`src/rtl/rs485_tx_pkg.sv`:
```
package rs485_tx_pkg;

    typedef enum logic [1:0] {
        PAR_NONE = 2'b00,
        PAR_ODD  = 2'b01,
        PAR_EVEN = 2'b10,
        PAR_OFF  = 2'b11
    } par_mode_e;

    typedef enum logic [1:0] {
        DIR_IDLE = 2'b00,
        DIR_PRE  = 2'b01,
        DIR_SEND = 2'b10
    } dir_state_e;

endpackage

```
`src/rtl/rs485_baud_gen.sv`:
```
module rs485_baud_gen #(
    parameter int unsigned DIV_W = 16
) (
    input  logic             clk,
    input  logic             rst_n,
    input  logic             run,
    input  logic [DIV_W-1:0] div,
    output logic             tick
);
    localparam logic [DIV_W-1:0] MIN_PERIOD = DIV_W'(2);

    typedef struct packed {
        logic [DIV_W-1:0] cnt;
    } baud_st_t;

    baud_st_t st_d, st_q;
    logic [DIV_W-1:0] period;

    assign period = (div < MIN_PERIOD) ? MIN_PERIOD : div;
    assign tick   = run && (st_q.cnt == period - DIV_W'(1));

    always_comb begin
        st_d = st_q;
        if (!run || tick) begin
            st_d.cnt = '0;
        end else begin
            st_d.cnt = st_q.cnt + DIV_W'(1);
        end
    end

    always_ff @(posedge clk or negedge rst_n) begin
        if (!rst_n) begin
            st_q <= '0;
        end else begin
            st_q <= st_d;
        end
    end
endmodule

```
`src/rtl/rs485_frame_ser.sv`:
```
module rs485_frame_ser
    import rs485_tx_pkg::*;
#(
    parameter int unsigned DATA_BITS = 8
) (
    input  logic                 clk,
    input  logic                 rst_n,
    input  logic                 load,
    input  logic [DATA_BITS-1:0] ld_data,
    input  logic [1:0]           ld_par,
    input  logic                 ld_two,
    input  logic                 tick,
    output logic                 line,
    output logic                 last_end
);
    localparam int unsigned FW = DATA_BITS + 4;
    localparam int unsigned CW = $clog2(FW + 1);
    localparam int unsigned PAR_POS = DATA_BITS + 1;

    typedef struct packed {
        logic [FW-1:0] sh;
        logic [CW-1:0] left;
    } ser_st_t;

    ser_st_t   st_d, st_q;
    par_mode_e pm;
    logic      par_on;
    logic      par_bit;

    assign pm      = par_mode_e'(ld_par);
    assign par_on  = (pm == PAR_ODD) || (pm == PAR_EVEN);
    assign par_bit = (pm == PAR_ODD) ? ~(^ld_data) : (^ld_data);

    assign line     = (st_q.left != '0) ? st_q.sh[0] : 1'b1;
    assign last_end = tick && (st_q.left == CW'(1));

    always_comb begin
        st_d = st_q;
        if (load) begin
            st_d.sh                = '1;
            st_d.sh[0]             = 1'b0;
            st_d.sh[DATA_BITS:1]   = ld_data;
            if (par_on) begin
                st_d.sh[PAR_POS]   = par_bit;
            end
            st_d.left = CW'(DATA_BITS + 2) + CW'(par_on) + CW'(ld_two);
        end else if (tick && (st_q.left != '0)) begin
            st_d.sh   = {1'b1, st_q.sh[FW-1:1]};
            st_d.left = st_q.left - CW'(1);
        end
    end

    always_ff @(posedge clk or negedge rst_n) begin
        if (!rst_n) begin
            st_q.sh   <= '1;
            st_q.left <= '0;
        end else begin
            st_q <= st_d;
        end
    end
endmodule

```
`src/rtl/rs485_dir_ctl.sv`:
```
module rs485_dir_ctl
    import rs485_tx_pkg::*;
(
    input  logic clk,
    input  logic rst_n,
    input  logic hold_vld,
    input  logic manual,
    input  logic host_en,
    input  logic tick,
    input  logic last_end,
    output logic load,
    output logic run,
    output logic drv_en,
    output logic busy,
    output logic mode_man
);
    typedef struct packed {
        dir_state_e st;
        logic       man;
        logic       en;
        logic       bsy;
    } dir_st_t;

    dir_st_t st_d, st_q;

    assign run      = (st_q.st != DIR_IDLE);
    assign drv_en   = st_q.en;
    assign busy     = st_q.bsy;
    assign mode_man = st_q.man;

    always_comb begin
        st_d = st_q;
        load = 1'b0;
        unique case (st_q.st)
            DIR_IDLE: begin
                st_d.man = manual;
                if (hold_vld) begin
                    if (manual) begin
                        st_d.st = DIR_SEND;
                        load    = 1'b1;
                    end else begin
                        st_d.st = DIR_PRE;
                    end
                end
            end
            DIR_PRE: begin
                if (tick) begin
                    st_d.st = DIR_SEND;
                    load    = 1'b1;
                end
            end
            DIR_SEND: begin
                if (last_end) begin
                    if (hold_vld) begin
                        load = 1'b1;
                    end else begin
                        st_d.st = DIR_IDLE;
                    end
                end
            end
            default: st_d.st = DIR_IDLE;
        endcase
        st_d.bsy = (st_d.st != DIR_IDLE);
        st_d.en  = st_d.man ? host_en : st_d.bsy;
    end

    always_ff @(posedge clk or negedge rst_n) begin
        if (!rst_n) begin
            st_q.st  <= DIR_IDLE;
            st_q.man <= 1'b0;
            st_q.en  <= 1'b0;
            st_q.bsy <= 1'b0;
        end else begin
            st_q <= st_d;
        end
    end
endmodule

```
`src/rtl/rs485_uart_tx.sv`:
```
module rs485_uart_tx
    import rs485_tx_pkg::*;
#(
    parameter int unsigned DATA_BITS = 8,
    parameter int unsigned DIV_W     = 16
) (
    input  logic                 clk,
    input  logic                 rst_n,
    input  logic [DATA_BITS-1:0] in_data,
    input  logic                 in_valid,
    output logic                 in_ready,
    input  logic [1:0]           cfg_parity,
    input  logic                 cfg_two_stop,
    input  logic [DIV_W-1:0]     cfg_div,
    input  logic                 cfg_manual,
    input  logic                 host_en,
    output logic                 ser_out,
    output logic                 drv_en,
    output logic                 busy
);
    typedef struct packed {
        logic [DATA_BITS-1:0] data;
        logic                 vld;
        logic [DIV_W-1:0]     div;
    } hold_st_t;

    hold_st_t st_d, st_q;
    logic     tick;
    logic     load;
    logic     run;
    logic     last_end;
    logic     mode_man;

    assign in_ready = ~st_q.vld;

    always_comb begin
        st_d = st_q;
        if (load) begin
            st_d.vld = 1'b0;
        end
        if (in_valid && in_ready) begin
            st_d.data = in_data;
            st_d.vld  = 1'b1;
        end
        if (!busy || load) begin
            st_d.div = cfg_div;
        end
    end

    always_ff @(posedge clk or negedge rst_n) begin
        if (!rst_n) begin
            st_q.data <= '0;
            st_q.vld  <= 1'b0;
            st_q.div  <= DIV_W'(2);
        end else begin
            st_q <= st_d;
        end
    end

    rs485_baud_gen #(.DIV_W(DIV_W)) u_baud (
        .clk   (clk),
        .rst_n (rst_n),
        .run   (run),
        .div   (st_q.div),
        .tick  (tick)
    );

    rs485_frame_ser #(.DATA_BITS(DATA_BITS)) u_ser (
        .clk      (clk),
        .rst_n    (rst_n),
        .load     (load),
        .ld_data  (st_q.data),
        .ld_par   (cfg_parity),
        .ld_two   (cfg_two_stop),
        .tick     (tick),
        .line     (ser_out),
        .last_end (last_end)
    );

    rs485_dir_ctl u_dir (
        .clk      (clk),
        .rst_n    (rst_n),
        .hold_vld (st_q.vld),
        .manual   (cfg_manual),
        .host_en  (host_en),
        .tick     (tick),
        .last_end (last_end),
        .load     (load),
        .run      (run),
        .drv_en   (drv_en),
        .busy     (busy),
        .mode_man (mode_man)
    );
endmodule

```
`config.mk`:
```
export PLATFORM = sky130hd
export DESIGN_NAME = rs485_uart_tx
export DESIGN_NICKNAME = d
export VERILOG_FILES = /design/src/rtl/rs485_tx_pkg.sv /design/src/rtl/rs485_baud_gen.sv /design/src/rtl/rs485_frame_ser.sv /design/src/rtl/rs485_dir_ctl.sv /design/src/rtl/rs485_uart_tx.sv
export SDC_FILE = /design/constraint.sdc
export NUM_CORES = 1
export LEC_CHECK = 0
export ABC_CLOCK_PERIOD_IN_PS = 5150
export BUFFER_PORTS_ARGS = -buffer_cell sky130_fd_sc_hd__buf_2
export CAP_MARGIN = 20
export CORE_ASPECT_RATIO = 0.6
export CORE_MARGIN = 2
export CORE_UTILIZATION = 30
export CTS_BUF_LIST = sky130_fd_sc_hd__clkbuf_2 sky130_fd_sc_hd__clkbuf_4 sky130_fd_sc_hd__clkbuf_8
export CTS_CLUSTER_DIAMETER = 80
export DETAILED_ROUTE_END_ITERATION = 8
export GPL_TIMING_DRIVEN = 0
export MAX_ROUTING_LAYER = met4
export PLACE_DENSITY_LB_ADDON = 0.3
export SYNTH_ARGS = -nofsm -noshare
export SYNTH_HDL_FRONTEND = slang
export SYNTH_HIERARCHICAL = 1
export SYNTH_SLANG_ARGS = --single-unit
```
`constraint.sdc`:
```
create_clock -name clk -period 5.15 [get_ports clk]
set_input_delay 1.2875 -clock clk [delete_from_list [all_inputs] [get_ports clk]]
set_output_delay 1.2875 -clock clk [all_outputs]
set_load 0.03 [all_outputs]
```
After elaboration in Yosys (flattened, before gate mapping)
Index checks and enable logic that the tools add are counted.

$add $sub $neg: 5. Multipliers: 0. Div/mod/pow operators: 0. Order comparisons: 1. Eq/ne operators: 6. Shift operators: 0. Mux-type cells: 23. Bitwise gates (word level): 2. Reduce and logical (&&, ||, !) cells: 16.

Operator list (count): 16-bit 2-to-1 mux (4); 16-bit by 1-bit adder with 16-bit output (second input constant) (1); 16-bit == test (1); 16-bit by 2-bit less-than comparator with 1-bit output (second input constant) (1); 16-bit by 1-bit subtractor with 16-bit output (second input constant) (1); 1-bit 2-to-1 mux (12); 2-bit 2-to-1 mux (5); 2-bit nonzero test (4); 8-bit XOR reduction (1); 2-bit case mux with 3 select lines (1); 4-bit by 1-bit adder with 4-bit output (1); 4-bit by 1-bit adder with 4-bit output (first input constant) (1); 2-bit by 1-bit == test with 1-bit output (second input constant) (2); 2-bit == test (second input constant) (2); 4-bit by 1-bit == test with 1-bit output (second input constant) (1); 1-bit logical AND (4); 4-bit nonzero test (1); 4-bit by 1-bit subtractor with 4-bit output (second input constant) (1); 1-bit logical OR (3); 1-bit case mux with 3 select lines (1); 1-bit logical NOT (2); 2-bit logical NOT (1); 1-bit inverter (2).

Flip-flop bits (word level): 62. Bits in latches: 0. RAM bits: 0. Bits in read-only memories: 0. Input port bits: 32. Word-level logic and storage cells: 63. Memories: 0.

Logic depth before layout (Yosys ltp)
Gate-level depths: netlist of run 1.

Depth in word-level cells: 10. Depth in mapped cells: 18.

By module
Netlist of run 1, hierarchy kept.

By module, submodules not included: rs485_baud_gen (times used 1, cells each 191, area an instance 1577.8 um^2); rs485_uart_tx (times used 1, cells each 56, area an instance 1002.2 um^2); rs485_frame_ser (times used 1, cells each 80, area an instance 815.8 um^2); rs485_dir_ctl (times used 1, cells each 23, area an instance 255.2 um^2).

Worst setup path after synthesis of run 1
OpenSTA, ideal clock, no wires.

Path type: register -> register. Start: register, netlist name st_q[11]. End: register, netlist name st_q[10]. Setup time: 125 ps. Data arrival time: 4091 ps. Required time: 5025 ps. Slack: 934 ps. Cell stages (with the launch flop): 18. Path buffers: 3. Cell sequence: dfrtp_1 -> clkbuf_1 -> nor4_1 -> nand4_1 -> nand2_1 -> ha_1 -> nor2b_1 -> nand4_1 -> nor4b_1 -> a211oi_1 -> nor4_4 -> and3_1 -> nor4bb_1 -> a41o_2 -> nand2b_4 -> buf_6 -> buf_12 -> mux2_4.

==> results of run 1 <==
[flip-flops by register name (all words and copies together) (netlist names)]
register,cells
st_q,25
u_baud/st_q,16
u_dir/busy,1
u_dir/drv_en,1
u_dir/mode_man,1
u_dir/st_q,2
u_ser/st_q,14
[final cells by class]
class / instances / area [um2]
multi-input cells: 259 / 1980
fillers: 1256 / 7650
plain buffers: 19 / 126
well taps: 165 / 206
repair buffers: 39 / 218
inverters: 12 / 45.0
flip-flops and latches: 60 / 1520
clock inverters: 7 / 81.3
clock buffers: 9 / 124
[metal layers]
metal  vias up  wire (um)
li1       1356          -
met1      1316       4320
met2        70       3230
met3        14        596
met4         0        100
met5         -          0
[critical path, stage by stage (launching register included)]
cell,delay (ns)
dfrtp_1,0.39
clkbuf_1,0.23
nor4_1,0.37
and4_1,0.29
nor2_1,0.06
ha_1,0.22
xnor2_1,0.14
xnor2_1,0.13
nor4_1,0.28
nand3_1,0.17
nor4_4,0.38
and3_2,0.35
nor4bb_2,0.37
a41o_2,0.38
nand2b_4,0.16
buf_6,0.13
buf_12,0.15
mux2_4,0.30
[timing repair]
| action | 4_1_cts | 5_1_grt |
|---|---|---|
| setup buffers | 0 | 3 |
| resized for setup | 1 | 3 |
| endpoints found under the setup margin | 10 | 30 |
| pin swaps | 0 | 1 |
[how the worst max path moves through the flow]
stage | to | slack [ns] | start
floorplan | st_q[10] | 0.93 | st_q[11]
global placement | st_q[8] | -0.05 | st_q[10]
detailed placement | st_q[13] | -0.09 | st_q[10]
CTS | st_q[8] | 0.00004 | st_q[10]
global route | st_q[12] | 0.08 | st_q[11]
finish | st_q[7] | 0.52 | st_q[11]
[cells by family after synthesis]
logic type	count (synthesis)
buffers and inverters	31
DFF	60
muxes	27
and+or+nand+nor	124
adders and majority gates	6
xor gates and xnor gates	38
AOI/OAI and AO/OA	64
[metrics by stage]
stage               hold WS [ns]  util, %  instances  setup WS, ns
floorplan                  0.448        -        350         0.934
global route               0.492     36.0        570        0.0795
detailed placement         0.463     33.9        551       -0.0879
finish                     0.473     36.0        570         0.523
global placement           0.459     33.8        550       -0.0472
CTS                        0.475     35.7        567     0.0000395
[synthesized netlist by cell type (4+ instances only)]
| master | n |
|---|---|
| nand3b_1 | 4 |
| mux2_4 | 12 |
| nor3_1 | 12 |
| xnor2_1 | 29 |
| xor2_1 | 8 |
| buf_2 | 4 |
| nand2_1 | 35 |
| o21ai_0 | 6 |
| nand2b_1 | 6 |
| dfstp_2 | 11 |
| dfrtp_1 | 49 |
| ha_1 | 6 |
| nor2_1 | 10 |
| and3_1 | 4 |
| a2bb2oi_1 | 8 |
| nand4_1 | 4 |
| nor4_1 | 5 |
| a31oi_1 | 4 |
| nand3_1 | 12 |
| mux2_2 | 14 |
| buf_6 | 4 |
| a21oi_2 | 4 |
| a21oi_1 | 23 |
| clkbuf_1 | 9 |
| inv_1 | 12 |
[report_power, final]
group          switching (W)  total, W  leakage (nW)  internal, W
Sequential          0.000210  0.000891         0.713     0.000681
Clock               0.000217  0.000448         0.101     0.000231
Combinational       0.000505   0.00108         0.951     0.000570
Total               0.000932   0.00241          1.76      0.00148
==> results.md, run 1 <==
- LEAKAGE: 1.76 nW
- Vias in the first global route: 2,729
- Gr busiest metal: met1
- First-pass GRT wire length: 14,200 um
- N_diodes: 0
- Setup TNS: 0 ns
- Initial antenna violation count: 0
- Die height: 89.5 um
- GR met3 Demand/Resource: 3.78%
- Crit path capture type: flop
- GRT overflow: 0
- CP arrival: 4.86 ns
- Layout cells sized above 1: 30.9%
- Site Rows: 31
- Final Net Count: 438
- Initial core utilization: 30.6%
- Setup slack, reg-to-reg: 0.52 ns
- Post-Syn Nets: 388
- Status: completed
- Clock Skew: 0.0101 ns
- H-Tree Level Count: 3
- Placed Instance Area: 0.00405 mm2
- Sequential cell area fraction in the yosys report: 41.5%
- Crit Path Max Fanout: 10
- Fin. Hold Viols: 0
- Met2 Track Usage GR: 19.5%
- R2r startpoint: st_q[11]
- Post-synthesis mux area share: 9.56%
- PD cells: 562 mW/mm2
- Commonest cells after routing, fill and taps aside: 49 x dfrtp_1, 39 x buf_2, 35 x nand2_1
- Die W: 146 um
- Layout area overhead: 17.8%
- GPL Wtd Cong: 0.762
- Netlist cell types: 62
- WL/cell: 14.5 um
- Synth Register Bits: 60
- FF-to-FF End: st_q[7]
- Hpwl dp: 6100 um
- Clk sink count: 60
- Mapped Avg Cell Area: 10.4 um2
- Rel. slew slack: 51.8%
- Leading post-synthesis cells by cell area: dfrtp_1 34%, dfstp_2 7.9%, xnor2_1 7.0%
- Area fraction in compound gates after synthesis: 12.0%
- Simple-gate share of the synthesized area: 20.7%
- R2R depth: 17
- Area share of fa/ha/maj cells after synthesis: 2.06%
- Clock Pin Slew Worst Setup and Hold Paths: 0.08 ns
- Max-slew violations: 0
- RSZ-0062 raised after global routing: false
- Post-DR vias/cell: 4.84
- Leading area contributor after synthesis: dfrtp_1
- Final setup viols: 0
- IO buf count: 35
- Yosys warning total: 6
- Setup CP Type: flop to flop
- Maximum buffer depth of the clock tree: 2
- VDD IR max: 0.000157 V
- Detailed router's first-iteration violation count: 177
- Via Count: 2,756
- Largest family of logic cells by synthesized area: simple AND/OR/NAND/NOR gates
- Syn Inst Count: 350
- Post-Syn Area: 0.00365 mm2
- F_max: 216 MHz
- DRC: 0
- Fin area: 0.00430 mm2
- Post-synth EDFFs: 0
- CTS tree: built
- Required @ worst endpoint: 5.38 ns
- CTS Hold Bufs: 0
- Worst min-delay path class: flop to flop
- Met1 Usage GRT: 20.3%
- All-Layer GR Usage: 14.3%
- Floorplan Core Area: 0.0119 mm2
- Commonest non-fill, non-tap cell in the layout: dfrtp_1
- Minimum clock period: 4.63 ns
- Overall Power: 0.00241 W
- Worst Hold Launch: u_ser/st_q[8]
- Clock Root Buffer: clkbuf_8
- Fin crit share: 89.8%
- Die Area: 0.0131 mm2
- Async SR Flop Fraction: 100%
- Largest net degree at the start of global routing: 32
- Worst-Margin Slew: 0.723 ns
- Post-DRT Antenna Nets: 0
- Hold EP: u_ser/st_q[8]
- Io pins: 36
- Routed wire length: 8250 um
- Max Cap Violations: 0
- TritonCTS buffer count: 9
- Yosys top cell area share: 33.6%
- First-pass iteration count of the detailed router: 4
- Crit path launch type: flop
- Xor/xnor cell area share of the yosys netlist: 9.49%
- Worst skew pair latency: 0.35 ns
- Worst hold stages: 2
- Primary FF master, synth: dfrtp_1
Power figures use the tool's default switching activity.
==> run 2, diff against run 1 <==
CORE_UTILIZATION = 61   (was 30)
HOLD_SLACK_MARGIN = 0.15   (was unset)
==> results.md, run 2 (synthesis results as in run 1) <==
- Status: completed
- IO buf count: 35
- Worst skew pair latency: 0.34 ns
- Worst-Margin Slew: 0.729 ns
- Clock share of power: 17.8%
- Post-Route Utilization: 73.5%
- Final Net Count: 436
- Die Area: 0.00664 mm2
- Clock Skew: 0.00771 ns
- Fin crit share: 94.0%
- Initial antenna violation count: 0
- CP arrival: 5.06 ns
- GRT overflow: 0
- Fin. Hold Viols: 0
- Setup crit start: st_q[11]
- Net load switching power: 0.000932 W
- Internal: 0.00150 W
- Hpwl dp: 5750 um
- Fill count: 440
- WL/cell: 17.0 um
- Largest net degree at the start of global routing: 40
- Setup TNS: 0 ns
- VDD IR max: 0.000296 V
- Setup CP Type: flop to flop
- Commonest cells after routing, fill and taps aside: 49 x dfrtp_1, 39 x buf_2, 35 x nand2_1
- Die W: 104 um
- H-Tree Level Count: 3
- Max-slew violations: 0
- GPL Wtd Cong: 0.935
- Crit Path Max Fanout: 10
- Comb power frac: 44.9%
- CTS Hold Bufs: 0
- Initial core utilization: 64.3%
- Final setup viols: 0
- Routed wire length: 8220 um
- Register share of total power: 37.2%
- Floorplan Core Area: 0.00568 mm2
- Io pins: 36
- Layout cells sized above 1: 30.0%
- Site Rows: 21
- CTS tree: built
- TritonCTS buffer count: 9
- Max reg flops: 25
- R2r startpoint: st_q[11]
- Switching Share: 38.3%
- Top reg by flops: st_q
- RSZ-0062 raised after global routing: false
- All-Layer GR Usage: 27.4%
- Post-DRT Antenna Nets: 0
- N_diodes: 0
- Detailed router's first-iteration violation count: 180
- Vias in the first global route: 2,826
- Required @ worst endpoint: 5.37 ns
- Worst min-delay path class: flop to flop
- PD cells: 584 mW/mm2
- Layout area overhead: 14.2%
- Crit path launch type: flop
- Minimum clock period: 4.84 ns
- Clock Root Buffer: clkbuf_8
- First-pass iteration count of the detailed router: 5
- Die height: 63.9 um
- Via Count: 2,962
- Post-DR vias/cell: 6.13
- Crit path capture type: flop
- Rel. slew slack: 50.9%
- F_max: 207 MHz
- Commonest non-fill, non-tap cell in the layout: dfrtp_1
- Clock Pin Slew Worst Setup and Hold Paths: 0.07 ns
- Clk sink count: 60
- Maximum buffer depth of the clock tree: 2
- LEAKAGE: 1.76 nW
- DRC: 0
- Max Cap Violations: 0
- Worst Hold Launch: u_ser/st_q[5]
- First-pass GRT wire length: 13,700 um
- Top Registers: st_q x25, u_baud/st_q x16, u_ser/st_q x14
[run 2: cell types whose count changed in the layout (fill, tap and decap cells not counted), sizes merged]
cell,before,now
buf,49,47
clkbuf,18,21
clkinv,1,2
inv,16,12
[run 2: per-stage QoR]
step	power [W]	hold slack (ns)	cell area (um2)	setup slack, ns	cells
2_1_floorplan	0.00173	0.448	3650	0.934	350
5_1_grt	0.00259	0.485	4170	0.121	483
3_3_place_gp	0.00191	0.456	3930	0.167	465
3_5_place_dp	0.00197	0.461	3950	0.0586	466
6_report	0.00243	0.471	4170	0.310	483
4_1_cts	0.00242	0.471	4150	0.0222	482
[run 2: power by group through the flow]
stage	registers, W	clock network, W	logic [W]
finish	0.000907	0.000435	0.00109
floorplan	0.000846	0	0.000882
detailed placement	0.000896	0	0.00107
global placement	0.000883	0	0.00102
CTS	0.000893	0.000445	0.00108
global route	0.000929	0.000473	0.00119
[run 2: repair_timing]
action	CTS	global route
setup buffers	0	1
gates resized for setup	0	2
endpoints found under the setup margin	0	29
[run 2: layout make-up]
class | instances | area (um2) | area share [%]
tap | 80 | 100 | 2.40
multi-input combinational | 259 | 1970 | 47.3
clock buffer | 12 | 159 | 3.81
timing repair buffer | 37 | 203 | 4.86
inverter | 12 | 45.0 | 1.08
sequential | 60 | 1520 | 36.3
buffer | 19 | 126 | 3.03
clock inverter | 4 | 47.5 | 1.14
[run 2: metal layers]
layer | wire length [um] | up-vias | global-route usage, %
met5 | 0 | - | -
met4 | 119 | 0 | 8.78
met3 | 766 | 18 | 6.53
met2 | 3520 | 148 | 38.2
met1 | 3820 | 1440 | 39.5
li1 | - | 1356 | -
[run 2: worst paths after layout]
kind / endpoint / slack [ns] / depth (start not counted)
setup / recovery: st_q[10] / 0.31 / 17
hold / removal: u_ser/st_q[5] / 0.47 / 2
setup reg to reg: st_q[10] / 0.31 / 17
hold reg to reg: u_ser/st_q[5] / 0.47 / 2
max in group asynchronous: u_ser/st_q[11] / 3.57 / 2
min in group asynchronous: u_dir/st_q[3] / 0.92 / 1
[run 2: critical path, stage by stage, from the launching register on]
cell      delay, ns
dfrtp_1        0.39
clkbuf_1       0.23
nor4_1         0.44
nand4_1        0.19
nand2_1        0.12
ha_1           0.21
nor2b_1        0.35
nand4_1        0.23
nor4b_1        0.32
a211oi_1       0.12
nor4_4         0.25
and3_2         0.33
nor4bb_1       0.39
a41o_2         0.40
nand2b_4       0.17
buf_6          0.13
buf_12         0.15
mux2_4         0.31
==> run 3, diff against run 2 <==
ABC_CLOCK_PERIOD_IN_PS = 3990   (was 5150)
CORE_UTILIZATION = 56   (was 61)
clock period = 3.99 ns   (was 5.15 ns; I/O delays follow)
==> results.md, run 3 (synthesis results as in run 1) <==
- Rel. slew slack: 59.2%
- Clock Pin Slew Worst Setup and Hold Paths: 0.07 ns
- CP arrival: 4.57 ns
- LEAKAGE: 1.98 nW
- Minimum clock period: 4.34 ns
- F_max: 231 MHz
- Floorplan Core Area: 0.00619 mm2
- Clock Root Buffer: clkbuf_8
- Overall Power: 0.00356 W
- Worst skew pair latency: 0.35 ns
- Required @ worst endpoint: 4.22 ns
- First-pass GRT wire length: 14,300 um
- Max Cap Violations: 0
- Initial antenna violation count: 0
- Hpwl dp: 6030 um
- GRT overflow: 0
- Die height: 66.5 um
- Maximum buffer depth of the clock tree: 2
- GPL Wtd Cong: 0.904
- Die W: 108 um
- CTS tree: built
- Worst min-delay path class: flop to flop
- First-pass iteration count of the detailed router: 7
- DRC: 0
- CTS Hold Bufs: 0
- Die Area: 0.00720 mm2
- Clock Skew: 0.00960 ns
- RSZ-0062 raised after global routing: true
- Layout area overhead: 27.3%
- Fin crit share: 109%
- All-Layer GR Usage: 27.4%
- Max reg flops: 25
- Post-DR vias/cell: 6.08
- Failing checks: negative setup slack
- Setup TNS: -6.02 ns
- N_diodes: 0
- Top reg by flops: st_q
- Setup CP Type: flop to flop
- Post-Route Utilization: 75.1%
- Crit path launch type: flop
- Final Net Count: 464
- TritonCTS buffer count: 9
- Post-DRT Antenna Nets: 0
- Fin. Hold Viols: 0
- IO buf count: 35
- Detailed router's first-iteration violation count: 207
- Commonest cells after routing, fill and taps aside: 46 x dfrtp_1, 37 x buf_2, 34 x nand2_1
- Worst-Margin Slew: 0.607 ns
- Crit path capture type: flop
- PD cells: 766 mW/mm2
- Final setup viols: 29
- Io pins: 36
- Via Count: 3,129
- Clk sink count: 60
- VDD IR max: 0.000374 V
- WL/cell: 19.2 um
- Top Registers: st_q x25, u_baud/st_q x16, u_ser/st_q x14
- Initial core utilization: 58.9%
- Site Rows: 22
- Largest net degree at the start of global routing: 40
- Min setup slack post-route: -0.347 ns
- Commonest non-fill, non-tap cell in the layout: dfrtp_1
- Layout cells sized above 1: 41.3%
- Max-slew violations: 0
- H-Tree Level Count: 3
- Status: finished with violations
- Vias in the first global route: 2,859
- Crit Path Max Fanout: 6
- Routed wire length: 9890 um
[run 3: power by group]
group	switching, W	internal (W)
Combinational	0.000843	0.000953
Clock	0.000249	0.000325
Sequential	0.000307	0.000883
[run 3: timing repair]
item                                    4_1_cts  5_1_grt
setup buffers                                15       13
pin swaps                                     7       17
resized for setup                            19       37
endpoints found under the setup margin       34       31
gates cloned                                  1        2
[run 3: metal layers]
metal | up-vias | track usage (%) | wire [um]
met3 | 28 | 8.41 | 856
met2 | 145 | 39.0 | 4310
met4 | 0 | 5.93 | 185
li1 | 1414 | - | -
met5 | - | - | 0
met1 | 1542 | 38.5 | 4540
[run 3: cell type report]
class | instances | area, um2
fillers | 379 | 1540
flip-flops and latches | 60 | 1520
clock buffers | 13 | 160
well taps | 84 | 105
clock inverters | 3 | 40.0
plain buffers | 18 | 145
inverters | 12 | 47.5
multi-input cells | 259 | 2150
repair buffers | 66 | 482
[run 3: path summary, 6_finish.rpt]
| kind | to | slack [ns] | depth (start not counted) | start |
|---|---|---|---|---|
| min in group asynchronous | st_q[21] | 0.61 | 1 | rst_n |
| setup reg to reg | st_q[13] | -0.35 | 19 | st_q[7] |
| hold reg to reg | u_ser/st_q[12] | 0.47 | 2 | u_ser/st_q[12] |
| hold / removal | u_ser/st_q[12] | 0.47 | 2 | u_ser/st_q[12] |
| setup / recovery | st_q[13] | -0.35 | 19 | st_q[7] |
| max in group asynchronous | u_ser/st_q[4] | 2.72 | 2 | rst_n |
[run 3: critical path, stage by stage, from the launching register on]
cell,delay [ns]
dfrtp_1,0.40
buf_6,0.14
nor4_4,0.43
nand4_1,0.24
nand2_2,0.15
ha_4,0.17
nor2b_4,0.17
buf_6,0.13
nand3_4,0.09
xnor2_2,0.20
nand3_2,0.12
nor4_4,0.36
and3_4,0.28
nor4bb_4,0.19
buf_4,0.18
a41o_4,0.24
nand2b_4,0.18
buf_12,0.12
buf_12,0.12
mux2_4,0.30
[run 3: stage by stage]
| step | area, um2 | instances | hold slack (ns) | setup slack [ns] |
|---|---|---|---|---|
| floorplan | 3690 | 350 | 0.448 | -0.0171 |
| global placement | 3970 | 469 | 0.455 | -0.826 |
| detailed placement | 3990 | 470 | 0.462 | -0.981 |
| CTS | 4420 | 501 | 0.471 | -0.130 |
| global route | 4650 | 515 | 0.494 | -0.454 |
| finish | 4650 | 515 | 0.472 | -0.347 |
